===== src/rtl/stream_pkg.sv =====
package stream_pkg;
    localparam int WORD_W_DEF  = 32;
    localparam int BYTE_W_DEF  = 8;
    localparam int PIN_W_DEF   = 6;
    localparam int DIV_W_DEF   = 16;
    localparam int DEPTH_DEF   = 8;

    typedef enum logic {
        PH_DRIVE = 1'b0,
        PH_REST  = 1'b1
    } phase_e;
endpackage


===== src/rtl/stream_fifo.sv =====
module stream_fifo #(
    parameter int W     = 32,
    parameter int DEPTH = 8
) (
    input  logic                         clk,
    input  logic                         rst_n,
    input  logic                         in_valid,
    input  logic [W-1:0]                 in_data,
    output logic                         in_ready,
    output logic                         full,
    input  logic                         pop,
    output logic [W-1:0]                 out_data,
    output logic                         empty,
    output logic [$clog2(DEPTH+1)-1:0]   count
);
    localparam int AW = (DEPTH > 1) ? $clog2(DEPTH) : 1;
    localparam int CW = $clog2(DEPTH + 1);
    localparam logic [AW-1:0] LAST = AW'(DEPTH - 1);

    typedef struct packed {
        logic [AW-1:0] wp;
        logic [AW-1:0] rp;
        logic [CW-1:0] cnt;
    } fifo_st_t;

    fifo_st_t st_q, st_d;
    logic [W-1:0] mem_q [DEPTH];
    logic push, take;

    assign full     = (st_q.cnt == CW'(DEPTH));
    assign empty    = (st_q.cnt == '0);
    assign in_ready = !full;
    assign out_data = mem_q[st_q.rp];
    assign count    = st_q.cnt;

    always_comb begin
        st_d = st_q;
        push = in_valid && !full;
        take = pop && !empty;
        if (push) st_d.wp = (st_q.wp == LAST) ? '0 : st_q.wp + AW'(1);
        if (take) st_d.rp = (st_q.rp == LAST) ? '0 : st_q.rp + AW'(1);
        st_d.cnt = st_q.cnt + CW'(push) - CW'(take);
    end

    always_ff @(posedge clk or negedge rst_n) begin
        if (!rst_n) st_q <= '0;
        else        st_q <= st_d;
    end

    always_ff @(posedge clk) begin
        if (push) mem_q[st_q.wp] <= in_data;
    end
endmodule


===== src/rtl/tick_gen.sv =====
module tick_gen #(
    parameter int DIV_W = 16
) (
    input  logic             clk,
    input  logic             rst_n,
    input  logic             run,
    input  logic [DIV_W-1:0] div_n,
    output logic             tick
);
    typedef struct packed {
        logic [DIV_W-1:0] cnt;
    } div_st_t;

    div_st_t st_q, st_d;
    logic [DIV_W-1:0] limit_m1;

    always_comb begin
        st_d     = st_q;
        limit_m1 = (div_n == '0) ? '0 : div_n - DIV_W'(1);
        tick     = run && (st_q.cnt >= limit_m1);
        if (!run)      st_d.cnt = '0;
        else if (tick) st_d.cnt = '0;
        else           st_d.cnt = st_q.cnt + DIV_W'(1);
    end

    always_ff @(posedge clk or negedge rst_n) begin
        if (!rst_n) st_q <= '0;
        else        st_q <= st_d;
    end
endmodule


===== src/rtl/trig_latch.sv =====
module trig_latch (
    input  logic clk,
    input  logic rst_n,
    input  logic trig_pulse,
    output logic flag,
    output logic run
);
    typedef struct packed {
        logic flag;
        logic run;
    } trig_st_t;

    trig_st_t st_q, st_d;

    always_comb begin
        st_d      = st_q;
        st_d.flag = st_q.flag | trig_pulse;
        if (!st_q.run && st_q.flag) begin
            st_d.run  = 1'b1;
            st_d.flag = 1'b0;
        end
    end

    always_ff @(posedge clk or negedge rst_n) begin
        if (!rst_n) st_q <= '0;
        else        st_q <= st_d;
    end

    assign flag = st_q.flag;
    assign run  = st_q.run;
endmodule


===== src/rtl/byte_unpacker.sv =====
module byte_unpacker
    import stream_pkg::*;
#(
    parameter int WORD_W = 32,
    parameter int BYTE_W = 8,
    parameter int PIN_W  = 6
) (
    input  logic              clk,
    input  logic              rst_n,
    input  logic              tick,
    input  logic              fifo_empty,
    input  logic [WORD_W-1:0] fifo_data,
    output logic              pop,
    output logic [PIN_W-1:0]  pins
);
    localparam int SLOTS = WORD_W / BYTE_W;
    localparam int IDX_W = (SLOTS > 1) ? $clog2(SLOTS) : 1;
    localparam logic [IDX_W-1:0] LAST_IDX = IDX_W'(SLOTS - 1);

    typedef struct packed {
        logic [WORD_W-1:0] word;
        logic [IDX_W-1:0]  idx;
        logic              have;
        phase_e            phase;
        logic [PIN_W-1:0]  pins;
    } unp_st_t;

    unp_st_t st_q, st_d;

    always_comb begin
        st_d = st_q;
        pop  = 1'b0;
        if (tick) begin
            if (st_q.phase == PH_DRIVE) begin
                if (st_q.have) begin
                    st_d.pins  = st_q.word[st_q.idx*BYTE_W +: PIN_W];
                    st_d.idx   = st_q.idx + IDX_W'(1);
                    st_d.have  = (st_q.idx != LAST_IDX);
                    st_d.phase = PH_REST;
                end else if (!fifo_empty) begin
                    pop        = 1'b1;
                    st_d.word  = fifo_data;
                    st_d.pins  = fifo_data[PIN_W-1:0];
                    st_d.idx   = IDX_W'(1);
                    st_d.have  = (SLOTS > 1);
                    st_d.phase = PH_REST;
                end
            end else begin
                st_d.phase = PH_DRIVE;
            end
        end
    end

    always_ff @(posedge clk or negedge rst_n) begin
        if (!rst_n) st_q <= '{word: '0, idx: '0, have: 1'b0, phase: PH_DRIVE, pins: '0};
        else        st_q <= st_d;
    end

    assign pins = st_q.pins;
endmodule


===== src/rtl/pattern_streamer.sv =====
module pattern_streamer
    import stream_pkg::*;
#(
    parameter int WORD_W = WORD_W_DEF,
    parameter int BYTE_W = BYTE_W_DEF,
    parameter int PIN_W  = PIN_W_DEF,
    parameter int DIV_W  = DIV_W_DEF,
    parameter int DEPTH  = DEPTH_DEF
) (
    input  logic              clk,
    input  logic              rst_n,
    input  logic              wr_valid,
    input  logic [WORD_W-1:0] wr_data,
    output logic              wr_ready,
    output logic              fifo_full,
    input  logic              trig_pulse,
    output logic              trig_flag,
    input  logic [DIV_W-1:0]  div_n,
    output logic [PIN_W-1:0]  pins
);
    localparam int CW = $clog2(DEPTH + 1);

    logic              run_w, tick_w, pop_w, empty_w;
    logic [WORD_W-1:0] head_w;
    logic [CW-1:0]     fifo_cnt_w;

    stream_fifo #(.W(WORD_W), .DEPTH(DEPTH)) u_fifo (
        .clk      (clk),
        .rst_n    (rst_n),
        .in_valid (wr_valid),
        .in_data  (wr_data),
        .in_ready (wr_ready),
        .full     (fifo_full),
        .pop      (pop_w),
        .out_data (head_w),
        .empty    (empty_w),
        .count    (fifo_cnt_w)
    );

    trig_latch u_trig (
        .clk        (clk),
        .rst_n      (rst_n),
        .trig_pulse (trig_pulse),
        .flag       (trig_flag),
        .run        (run_w)
    );

    tick_gen #(.DIV_W(DIV_W)) u_tick (
        .clk   (clk),
        .rst_n (rst_n),
        .run   (run_w),
        .div_n (div_n),
        .tick  (tick_w)
    );

    byte_unpacker #(.WORD_W(WORD_W), .BYTE_W(BYTE_W), .PIN_W(PIN_W)) u_unp (
        .clk        (clk),
        .rst_n      (rst_n),
        .tick       (tick_w),
        .fifo_empty (empty_w),
        .fifo_data  (head_w),
        .pop        (pop_w),
        .pins       (pins)
    );
endmodule


===== config.mk =====
export PLATFORM = sky130hd
export DESIGN_NAME = pattern_streamer
export DESIGN_NICKNAME = d
export VERILOG_FILES = /design/src/rtl/stream_pkg.sv /design/src/rtl/stream_fifo.sv /design/src/rtl/tick_gen.sv /design/src/rtl/trig_latch.sv /design/src/rtl/byte_unpacker.sv /design/src/rtl/pattern_streamer.sv
export SDC_FILE = /design/constraint.sdc
export NUM_CORES = 1
export LEC_CHECK = 0
export CORE_ASPECT_RATIO = 0.5
export CORE_MARGIN = 3
export CORE_UTILIZATION = 68
export DETAILED_ROUTE_END_ITERATION = 7
export DONT_BUFFER_PORTS = 1
export PLACE_DENSITY = 0.84
export REMOVE_ABC_BUFFERS = 1
export SYNTH_ARGS = -nofsm -noshare
export SYNTH_HDL_FRONTEND = slang
export SYNTH_SLANG_ARGS = --single-unit

===== constraint.sdc =====
create_clock -name clk -period 11.55 [get_ports clk]
set_clock_uncertainty 0.2 [all_clocks]
set_input_delay 1.155 -clock clk [delete_from_list [all_inputs] [get_ports clk]]
set_output_delay 1.155 -clock clk [all_outputs]
set_load 0.05 [all_outputs]

Word-level counts from Yosys, hierarchy flattened
Memories as Yosys holds them, arrays and structs flattened. Cells that the tools add are included.

Register bits: 70. RAM bits: 256. Input bits: 52. Output and inout port bits: 9. Word-level logic and storage cells: 57. Memories kept: 1.

Add/subtract/negate cells: 7. Magnitude comparators: 1. Equal/unequal tests: 5. Shift operators: 1. Multiplexer cells: 15. Bitwise logic cells: 4. Reductions and logical operators: 12.

Memory list: u_fifo.mem_q (words 8, width 32, read ports 1, clocked after memory_dff 0, wr ports 1, line stream_fifo.sv:27) `logic [W-1:0] mem_q [DEPTH];`.

Operators by type and width (number): $mux W16 (3); $shiftx A32 B6 Y6 (1); $mux W10 (2); $add A16 B1 Y16 const B (1); $ge A16 B16 Y1 (1); $logic_not A16 Y1 (1); $sub A16 B1 Y16 const B (1); $mux W1 (7); $add A3 B1 Y3 const B (2); $eq A3 B3 Y1 const B (2); $mux W3 (2); $add A4 B1 Y4 (1); $eq A4 B4 Y1 const B (1); $logic_and A1 B1 Y1 (4); $logic_not A4 Y1 (1); $ne A2 B2 Y1 const B (2); $reduce_and A4 Y1 (1); $sub A4 B1 Y4 (1); $logic_not A1 Y1 (3); $not A1 Y1 (3); $reduce_and A3 Y1 (1); $add A2 B1 Y2 const B (1); $mux W2 (1); $reduce_and A2 Y1 (1); $or A1 B1 Y1 (1).

Depth between registers and ports, before layout
Depth after elaboration: 7. Mapped depth: 19. Depth with buffers taken out: 18.

Cells and area by module
A second synthesis with hierarchy kept.

Cell total of the unflattened synthesis: 725. Area, all modules: 13470.4 µm².

By module, submodules not included: stream_fifo (instances 1, cells an instance 435, area an instance 10278.6 µm², sequential area each 7937.6 µm²); byte_unpacker (instances 1, cells an instance 114, area an instance 1670.4 µm², sequential area each 850.8 µm²); tick_gen (instances 1, cells an instance 172, area an instance 1450.1 µm², sequential area each 400.4 µm²); trig_latch (instances 1, cells an instance 4, area an instance 71.3 µm², sequential area each 50.0 µm²).

Worst setup path before layout
No wires, ideal clock.

Kind: input -> register. From: in div_n[0]. To: reg u_fifo.st_q, in the netlist u_fifo.count[2]. Library setup time: 0.123 ns. Arrival time: 4.717 ns. Data required time: 11.227 ns. Setup slack: 6.511 ns. Stages on the path: 18. Path buffers: 1. Cells stage by stage: inv_1 > ha_1 > nand2b_1 > nor4_2 > or3b_2 > nor3b_1 > a21oi_1 > ha_1 > a21oi_1 > a21boi_0 > a211oi_2 > a21oi_4 > buf_6 > ha_1 > inv_1 > ha_1 > fa_1 > xor2_1.

RTL lines: from (decl) (line pattern_streamer.sv:18) `input logic [DIV_W-1:0] div_n,`; to (signal assigned) (line stream_fifo.sv:47) `else st_q <= st_d;`; to (decl) (line stream_fifo.sv:26) `fifo_st_t st_q, st_d;`.

==> impl_metrics.json <==
{
  "postSynthAreaPerCell_um2": 17.3,
  "dieArea_um2": 17700,
  "cp-start-kind": "primary input",
  "numClockSinks": 254,
  "drv_slew": 0,
  "post_cts_resized": 0,
  "grt_max_degree": 63,
  "p_leak_nw": 4.26,
  "crit_top_cell": "ha_1",
  "dp_hpwl_mm": 11.7,
  "instances_no_fill": 857,
  "slowest_delay_ns": 0.50,
  "swShare": 0.246,
  "ant_nets": 0,
  "core-area_um2": 15500,
  "vias": 5565,
  "tns_ns": 0,
  "worstSetupPathType": "primary input to flip-flop",
  "dr.first_iter.drc_count": 528,
  "post_cts_buffers": 0,
  "status": "finished clean",
  "tritoncts": "yes",
  "nNetsFinal": 720,
  "cp_data_arrival_time_ns": 5.52,
  "tightest_slew_ns": 0.978,
  "ys_seq_elements": 254,
  "layout_min_cycle_time_ns": 5.33,
  "path_cells": "nor4_1 > nand2_1 > nor3_1 > nand4_1 > nor3b_1 > a21oi_1 > ha_1 > a21oi_1 > a21boi_0 > a211oi_2 > a21oi_4 > buf_4 > ha_1 > inv_1 > ha_1 > fa_1 > xor2_1",
  "clockBufferDepth": 3,
  "drt_wl_total_mm": 21.0,
  "combPwrFrac": 0.120,
  "synth_cell_types": 45,
  "vdd_drop_max_mv": 0.138,
  "powerDensity_nw_per_um2": 182,
  "cts_buffers": 22,
  "fp-row-count": 32,
  "wire_per_inst_um": 24.5,
  "dp_cells": 817,
  "fmax_ghz": 0.188,
  "syn2layout_area_growth_pct": 8.40,
  "fp.dieH_um": 95.5,
  "portBuffers": 0,
  "clkPwrFrac": 0.333,
  "gp_congestion": 0.744,
  "path_clk_slew_ns": 0.07,
  "netlist_area_um2": 10900,
  "grt_use_total": 0.247,
  "fin_crit_sh": 0.462,
  "final_layout_size_suffix_gt1_frac": 0.234,
  "switchingPower_mw": 0.529,
  "grt_pass1_vias": 5713,
  "dp_slack_ns": 5.60,
  "postLayoutCoreUtil": 0.761,
  "crit_family": "simple AND/OR/NAND/NOR gates",
  "layout_setup_ws_ns": 6.22,
  "start_util": 0.702,
  "crit_path_end_kind": "flip-flop",
  "viasPerCell": 6.49,
  "p_int_mw": 1.62,
  "yosysSeqAreaShare": 0.671,
  "hold_viol": 0,
  "crit_required_ns": 11.74,
  "insertion_delay_ns": 0.50,
  "grt_overflow": 0,
  "firstDrtPassIters": 5,
  "antennaDiodeCount": 0,
  "slowest_stage": "nand4_1",
  "ys_warn_count": 0,
  "setup_viol": 0,
  "drc": 0,
  "antenna_found_initial": 0,
  "clock-root-buffer": "clkbuf_16",
  "path_max_fanout": 28,
  "rsz0062_at_grt": "false",
  "power_frac_seq": 0.547,
  "hold_path.class": "primary input to async pin",
  "slew_headroom": 0.348,
  "grt_pass1_wl_mm": 32.3,
  "cts_hold_buf": 0,
  "netlist_instances": 630,
  "path_buf_inv": 2,
  "htreeDepth": 1,
  "ios": 61,
  "max_cap_violations": 0,
  "chipWidth_um": 185
}
[Yosys cell counts, drive strengths merged]
| cell type | instances | share of area |
|---|---|---|
| a211oi | 1 | 0.0011 |
| a21boi | 2 | 0.0014 |
| a21o | 2 | 0.0014 |
| a21oi | 17 | 0.0088 |
| a31oi | 1 | 0.00057 |
| and2 | 2 | 0.0011 |
| and3 | 6 | 0.0034 |
| and4 | 3 | 0.0024 |
| buf | 22 | 0.013 |
| clkbuf | 6 | 0.0021 |
| dfrtp | 62 | 0.14 |
| edfxtp | 192 | 0.53 |
| fa | 1 | 0.0018 |
| ha | 30 | 0.034 |
| inv | 21 | 0.0072 |
| mux2 | 42 | 0.048 |
| mux2i | 12 | 0.011 |
| mux4 | 54 | 0.11 |
| nand2 | 34 | 0.012 |
| nand2b | 4 | 0.0023 |
| nand3 | 12 | 0.0055 |
| nand4 | 3 | 0.0017 |
| nor2 | 29 | 0.010 |
| nor2b | 3 | 0.0017 |
| nor3 | 10 | 0.0046 |
| nor3b | 2 | 0.0014 |
| nor4 | 4 | 0.0029 |
| o211ai | 2 | 0.0018 |
| o21a | 1 | 0.00069 |
| o21ai | 11 | 0.0050 |
| o22a | 7 | 0.0056 |
| o22ai | 3 | 0.0017 |
| or2 | 1 | 0.00057 |
| or2b | 1 | 0.00069 |
| or3b | 1 | 0.00080 |
| xnor2 | 6 | 0.0048 |
| xor2 | 20 | 0.016 |
[layout by cell type (no fill, tap or decap), types with 4 or more instances in the layout]
cell type	count
nand2_1	34
buf_4	11
mux2_2	29
edfxtp_1	192
nand3_1	12
xor2_1	20
nor3_2	4
dfrtp_1	60
clkbuf_16	23
ha_1	30
clkinv_1	5
mux2i_1	12
nor2_1	26
and3_1	6
nand2b_1	4
nor3_1	6
inv_1	21
a21oi_1	16
o21ai_0	9
mux4_2	54
o22a_1	7
mux2_4	13
xnor2_1	6
clkbuf_1	5
[flip-flops by register name, summed over array words and instances (netlist names)]
signal / flops
u_fifo.count: 4
u_fifo.mem_q: 192
u_fifo.st_q: 6
u_tick.st_q: 16
u_trig.flag: 1
u_trig.run: 1
u_unp.pins: 6
u_unp.st_q: 28
[layout make-up]
cell class | instances | area, um2
tap | 204 | 255
sequential | 254 | 7320
clock inverter | 10 | 80.1
timing repair buffer | 11 | 82.6
clock buffer | 30 | 622
inverter | 21 | 78.8
fill | 832 | 3720
multi-input combinational | 327 | 3380
[per-layer routing]
layer	wire length [um]	GRT usage	up-vias
met4	424	0.0655	0
met5	0	0	-
li1	-	-	2443
met1	8800	0.352	2788
met2	10000	0.400	289
met3	1770	0.0541	45
[worst register-to-register path: stages (launching register included)]
cell and delay, ns:
dfrtp_1 0.45, ha_1 0.33, and3_1 0.18, o21ai_1 0.12, a31oi_1 0.12, o211ai_2 0.39, a21oi_4 0.09, buf_4 0.31
ha_1 0.35, inv_1 0.04, ha_1 0.20, fa_1 0.38, xor2_1 0.17
[worst paths after layout]
check / start / end / slack, ns / cells past startpoint
setup / recovery: div_n[6] / u_fifo.count[2]$_DFF_PN0_ / 6.22 / 17
hold / removal: rst_n / u_unp.st_q[21]$_DFFE_PN0P_ / 0.13 / 0
setup reg to reg: u_tick.st_q[2]$_DFF_PN0_ / u_fifo.count[2]$_DFF_PN0_ / 8.09 / 12
hold reg to reg: u_unp.st_q[26]$_DFFE_PN0P_ / u_unp.st_q[26]$_DFFE_PN0P_ / 0.32 / 1
max in group asynchronous: rst_n / u_tick.st_q[10]$_DFF_PN0_ / 10.88 / 0
min in group clk: u_unp.st_q[26]$_DFFE_PN0P_ / u_unp.st_q[26]$_DFFE_PN0P_ / 0.32 / 1
[metrics by stage]
stage	cell area [um2]	power, mW	hold WS (ns)
4_1_cts	11800	2.16	0.127
3_3_place_gp	11100	1.42	0.287
6_report	11800	2.15	0.135
2_1_floorplan	10700	1.35	0.275
3_5_place_dp	11100	1.44	0.301
5_1_grt	11800	2.23	0.121
[power by group through the flow]
| stage | logic (mW) | registers (mW) | clock network, mW |
|---|---|---|---|
| 6_report | 0.257 | 1.17 | 0.715 |
| 5_1_grt | 0.284 | 1.18 | 0.760 |
| 4_1_cts | 0.260 | 1.17 | 0.725 |
| 3_5_place_dp | 0.255 | 1.19 | 0 |
| 3_3_place_gp | 0.241 | 1.18 | 0 |
| 2_1_floorplan | 0.179 | 1.17 | 0 |
[logic make-up (layout without fill, tap and decap cells)]
logic type,Yosys count,in the layout,synth area share
flip-flops,254,254,0.671
XOR/XNOR,26,26,0.0209
multiplexers,108,108,0.170
adder cells (fa/ha/maj),31,31,0.0363
AND/OR/NAND/NOR,115,115,0.0508
AO/OA/AOI/OAI,47,47,0.0282
buffers and inverters,49,72,0.0221
No activity file was read; power rests on OpenSTA's default activity.
